<file path="config.mk">
export PLATFORM = sky130hd
export DESIGN_NAME = typed_csr
export DESIGN_NICKNAME = d
export VERILOG_FILES = /design/src/rtl/csr_pkg.sv /design/src/rtl/csr_rst_sync.sv /design/src/rtl/csr_addr_match.sv /design/src/rtl/csr_access_gate.sv /design/src/rtl/csr_next.sv /design/src/rtl/typed_csr.sv
export SDC_FILE = /design/constraint.sdc
export NUM_CORES = 1
export LEC_CHECK = 0
export BUFFER_PORTS_ARGS = -buffer_cell sky130_fd_sc_hd__buf_4
export CELL_PAD_IN_SITES_DETAIL_PLACEMENT = 1
export CELL_PAD_IN_SITES_GLOBAL_PLACEMENT = 1
export CORE_ASPECT_RATIO = 1.1
export CORE_MARGIN = 2
export CORE_UTILIZATION = 24
export DETAILED_ROUTE_END_ITERATION = 6
export GPL_ROUTABILITY_DRIVEN = 0
export GPL_TIMING_DRIVEN = 0
export HOLD_SLACK_MARGIN = 0.06
export PLACE_DENSITY_LB_ADDON = 0.1
export SKIP_CTS_REPAIR_TIMING = 1
export SLEW_MARGIN = 20
export SYNTH_ARGS = -nofsm -noshare
export SYNTH_HDL_FRONTEND = slang
export SYNTH_SLANG_ARGS = --single-unit
</file>
<file path="constraint.sdc">
create_clock -name clk -period 3.4 [get_ports clk]
set_input_delay 0.85 -clock clk [delete_from_list [all_inputs] [get_ports clk]]
set_output_delay 0.85 -clock clk [all_outputs]
set_load 0.02 [all_outputs]
</file>
<file path="src/rtl/csr_pkg.sv">
package csr_pkg;

  // Access type codes; the numeric values are part of the interface.
  typedef enum logic [2:0] {
    ACC_RO    = 3'd0,
    ACC_WO    = 3'd1,
    ACC_RW    = 3'd2,
    ACC_COR   = 3'd3,
    ACC_CONST = 3'd4
  } csr_acc_e;

  function automatic bit acc_writable(csr_acc_e a);
    return (a == ACC_WO) || (a == ACC_RW);
  endfunction

  function automatic bit acc_readable(csr_acc_e a);
    return a != ACC_WO;
  endfunction

endpackage

</file>
<file path="src/rtl/csr_rst_sync.sv">
module csr_rst_sync #(
  parameter bit ACT_LOW = 1'b1
) (
  input  logic clk,
  input  logic rst_in,
  output logic rst_ok
);
  logic       rst_act;
  logic [1:0] sync_q;

  assign rst_act = ACT_LOW ? ~rst_in : rst_in;

  // Assert at once, release after two edges.
  always_ff @(posedge clk or posedge rst_act) begin
    if (rst_act) sync_q <= 2'b00;
    else         sync_q <= {sync_q[0], 1'b1};
  end

  assign rst_ok = sync_q[1];
endmodule

</file>
<file path="src/rtl/csr_addr_match.sv">
module csr_addr_match #(
  parameter int                ADDR_W   = 8,
  parameter logic [ADDR_W-1:0] REG_ADDR = '0
) (
  input  logic [ADDR_W-1:0] bus_addr,
  output logic              hit
);
  assign hit = (bus_addr == REG_ADDR);
endmodule

</file>
<file path="src/rtl/csr_access_gate.sv">
module csr_access_gate
  import csr_pkg::*;
#(
  parameter csr_acc_e ACC = ACC_RW
) (
  input  logic rst_ok,
  input  logic hit,
  input  logic wr_en,
  input  logic rd_en,
  output logic wr_ok,
  output logic rd_ok
);
  localparam bit WR_LEGAL = acc_writable(ACC);
  localparam bit RD_LEGAL = acc_readable(ACC);

  assign wr_ok = rst_ok & hit & wr_en & WR_LEGAL;
  assign rd_ok = rst_ok & hit & rd_en & RD_LEGAL;
endmodule

</file>
<file path="src/rtl/csr_next.sv">
module csr_next
  import csr_pkg::*;
#(
  parameter int                DATA_W   = 8,
  parameter csr_acc_e          ACC      = ACC_RW,
  parameter logic [DATA_W-1:0] INIT_VAL = '0
) (
  input  logic [DATA_W-1:0] cur,
  input  logic              wr_ok,
  input  logic              rd_ok,
  input  logic [DATA_W-1:0] wr_data,
  input  logic [DATA_W-1:0] blk_in,
  output logic              val_en,
  output logic [DATA_W-1:0] val_d
);
  always_comb begin
    val_en = 1'b0;
    val_d  = cur;
    case (ACC)
      ACC_RW, ACC_WO: begin
        val_en = wr_ok;
        val_d  = wr_data;
      end
      ACC_RO: begin
        val_en = 1'b1;
        val_d  = blk_in;
      end
      ACC_COR: begin
        // Events arriving with the clearing read survive it.
        val_en = 1'b1;
        val_d  = (rd_ok ? '0 : cur) | blk_in;
      end
      default: begin
        val_en = 1'b0;
        val_d  = INIT_VAL;
      end
    endcase
  end
endmodule

</file>
<file path="src/rtl/typed_csr.sv">
module typed_csr
  import csr_pkg::*;
#(
  parameter int                ADDR_W   = 8,
  parameter int                DATA_W   = 8,
  parameter csr_acc_e          ACC      = ACC_RW,
  parameter logic [ADDR_W-1:0] REG_ADDR = ADDR_W'(14),
  parameter logic [DATA_W-1:0] INIT_VAL = '0,
  parameter bit                RST_LOW  = 1'b1
) (
  input  logic              clk,
  input  logic              rst_in,
  input  logic [ADDR_W-1:0] bus_addr,
  input  logic              wr_en,
  input  logic              rd_en,
  input  logic [DATA_W-1:0] wr_data,
  input  logic [DATA_W-1:0] blk_in,
  output logic              hit,
  output logic              wr_ack,
  output logic              rd_valid,
  output logic [DATA_W-1:0] rd_data,
  output logic [DATA_W-1:0] blk_out
);
  logic              rst_ok;
  logic              val_en;
  logic [DATA_W-1:0] val_d;
  logic [DATA_W-1:0] val_q;

  csr_rst_sync #(.ACT_LOW(RST_LOW)) u_rst (
    .clk    (clk),
    .rst_in (rst_in),
    .rst_ok (rst_ok)
  );

  csr_addr_match #(.ADDR_W(ADDR_W), .REG_ADDR(REG_ADDR)) u_match (
    .bus_addr (bus_addr),
    .hit      (hit)
  );

  csr_access_gate #(.ACC(ACC)) u_gate (
    .rst_ok (rst_ok),
    .hit    (hit),
    .wr_en  (wr_en),
    .rd_en  (rd_en),
    .wr_ok  (wr_ack),
    .rd_ok  (rd_valid)
  );

  csr_next #(.DATA_W(DATA_W), .ACC(ACC), .INIT_VAL(INIT_VAL)) u_next (
    .cur     (val_q),
    .wr_ok   (wr_ack),
    .rd_ok   (rd_valid),
    .wr_data (wr_data),
    .blk_in  (blk_in),
    .val_en  (val_en),
    .val_d   (val_d)
  );

  always_ff @(posedge clk or negedge rst_ok) begin
    if (!rst_ok)     val_q <= INIT_VAL;
    else if (val_en) val_q <= val_d;
  end

  assign rd_data = rd_valid ? val_q : '0;
  assign blk_out = val_q;
endmodule

</file>
==> flow_summary.yaml <==
critical_path:
  crit_path_max_fanout: 9
  startpoint_type: "input pin"
  cp-startpoint: "bus_addr[7]"
  reg2reg_depth: 3
  timing.reg2reg.setup_slack_ns: 1.79
  criticalPathCategory: "in -> out"
  timing.rr.end: "blk_out[3]"
  critPathCaptureType: "primary output"
  arrival_ns: 2.34
  worstPathRequired_ns: 2.55
  reg2reg_from: "u_rst.sync_q[1]"
cells_and_area:
  nFillCells: 213
  diodes: 0
  area_growth_pct: 72.3
  drive_gt1_frac: 0.693
  stdcell_area_sq_um: 787
  nets: 105
  final_cells: 93
route:
  vias_per_cell: 4.56
  drc_errors: 0
  routed_wl_um: 1130
  wl_per_cell_um: 12.2
  postRouteAntennaNets: 0
  first_iter_violations: 0
  firstDrtPassIters: 1
  dr_total_vias: 424
cts:
  cts_inserted_buffers: 3
  clock_latency_ns: 0.25
  cts_root_buf: "clkbuf_4"
  clockBufferDepth: 2
  cts_tree: "yes"
  clock-sinks: 10
  clk_pin_slew_ns: 0.06
  htreeDepth: 1
die:
  coreArea_sq_mm: 0.00178
  die_w_um: 45.6
  start_util: 0.256
  pin_count: 47
  rows: 16
  die_h_um: 49.8
  die-area_sq_mm: 0.00227
global_routing:
  overflow: 0
  grt_max_degree: 11
  antenna_found_initial: 0
  grt_pass1_vias: 400
  grt_use_total: 0.109
  grt_pass1_wl_um: 1770
timing:
  setup_viol: 0
  tns_ns: 0
  max_slew_margin: 0.664
  slew_viol_final: 0
  grt_setup_unrepaired: "false"
  finalWorstPathRequiredPeriod_ns: 3.19
  whs_ns: 0.152
  tightest_slew_ns: 0.501
  timing.fmax_ghz: 0.314
  hold_violations: 0
  fin_crit_sh: 0.937
  skew_ns: 0.00223
power_and_ir_drop:
  vdd_drop_max_uv: 159
  p_per_area_mw_per_mm2: 294
  total_power_w: 0.000231
  leakage_nw: 0.434
yosys:
  synth_cell_type_count: 10
  synth_cells: 34
  synth.avg_cell_area_sq_um: 13.4
  yosys_warnings: 0
  synth-seq-cells: 10
  synth_nets: 62
  ys_seq_area_frac: 0.548
  syn-cell-area_sq_um: 457
min_path:
  min_path_type: "reg -> async"
run:
  maxCapViolations: 0
placed_design:
  place_area_sq_um: 764
  dp.cells: 90
  portBuffers: 38
run_status:
  outcome: "finished, final reports clean"
[per-stage QoR]
stage	setup WS, ns	util
6_report	0.214	0.442
5_1_grt	0.123	0.442
4_1_cts	0.180	0.442
3_5_place_dp	0.184	0.429
3_3_place_gp	0.199	0.429
2_1_floorplan	0.316	-
[final cells by class]
cell class | instances | area [sq um] | area share
timing repair buffer | 38 | 285 | 0.362
sequential | 10 | 250 | 0.318
multi-input combinational | 24 | 206 | 0.262
clock buffer | 3 | 22.5 | 0.0286
tap | 18 | 22.5 | 0.0286
[logic make-up (layout without fill, tap and decap cells)]
logic type             after synthesis  in the layout  synth area share
buffers and inverters                0             41                 0
flip-flops                          10             10             0.548
multiplexers                         8              8             0.197
other                                1              1           0.00821
AND/OR/NAND/NOR                     15             15             0.247
[worst max path at each step]
stage                      end
global placement    rd_data[1]
detailed placement  rd_data[3]
finish              rd_data[1]
CTS                 rd_data[1]
floorplan           rd_data[0]
global route        rd_data[7]
[per-layer routing]
metal,global-route usage,part of all wire
met5,0,0
met1,0.148,0.41
met3,0.0366,0.13
met2,0.155,0.47
met4,0.0441,0
[registers in the layout, summed over array words and instances, names as in the netlist]
signal / count
blk_out: 8
u_rst.sync_q: 2
[cells in the mapped netlist]
cell type	number	share of area
nor3_2	1	0.022
dfrtp_1	10	0.55
conb_1	1	0.0082
or4b_4	1	0.030
nor2_1	1	0.0082
nand4bb_1	1	0.025
mux2_2	8	0.20
nor3_4	1	0.036
and2_1	8	0.11
nand2_1	2	0.016
[cell usage in the layout (no fill, tap or decap)]
| cell type | synthesis | final |
|---|---|---|
| buf_4 | 0 | 38 |
| dfrtp_1 | 10 | 10 |
| and2_1 | 8 | 8 |
| mux2_2 | 8 | 8 |
| clkbuf_4 | 0 | 3 |
| nand2_1 | 2 | 2 |
| or4b_4 | 1 | 1 |
| nand4bb_1 | 1 | 1 |
| nor2_1 | 1 | 1 |
| nor3_2 | 1 | 1 |
| nor3_4 | 1 | 1 |
| conb_1 | 1 | 1 |
[power breakdown]
group | switching [W] | internal, W | leakage (nW)
logic | 0.00000950 | 0.0000198 | 0.286
clock network | 0.0000350 | 0.0000406 | 0.0138
registers | 0.00000389 | 0.000123 | 0.134
total | 0.0000484 | 0.000183 | 0.434
[critical path, cell delays in order]
cell	delay, ns
buf_4	0.11
or4b_4	0.56
nor3_2	0.47
and2_1	0.20
buf_4	0.14
Note: power is estimated with default switching activity, not from simulation.
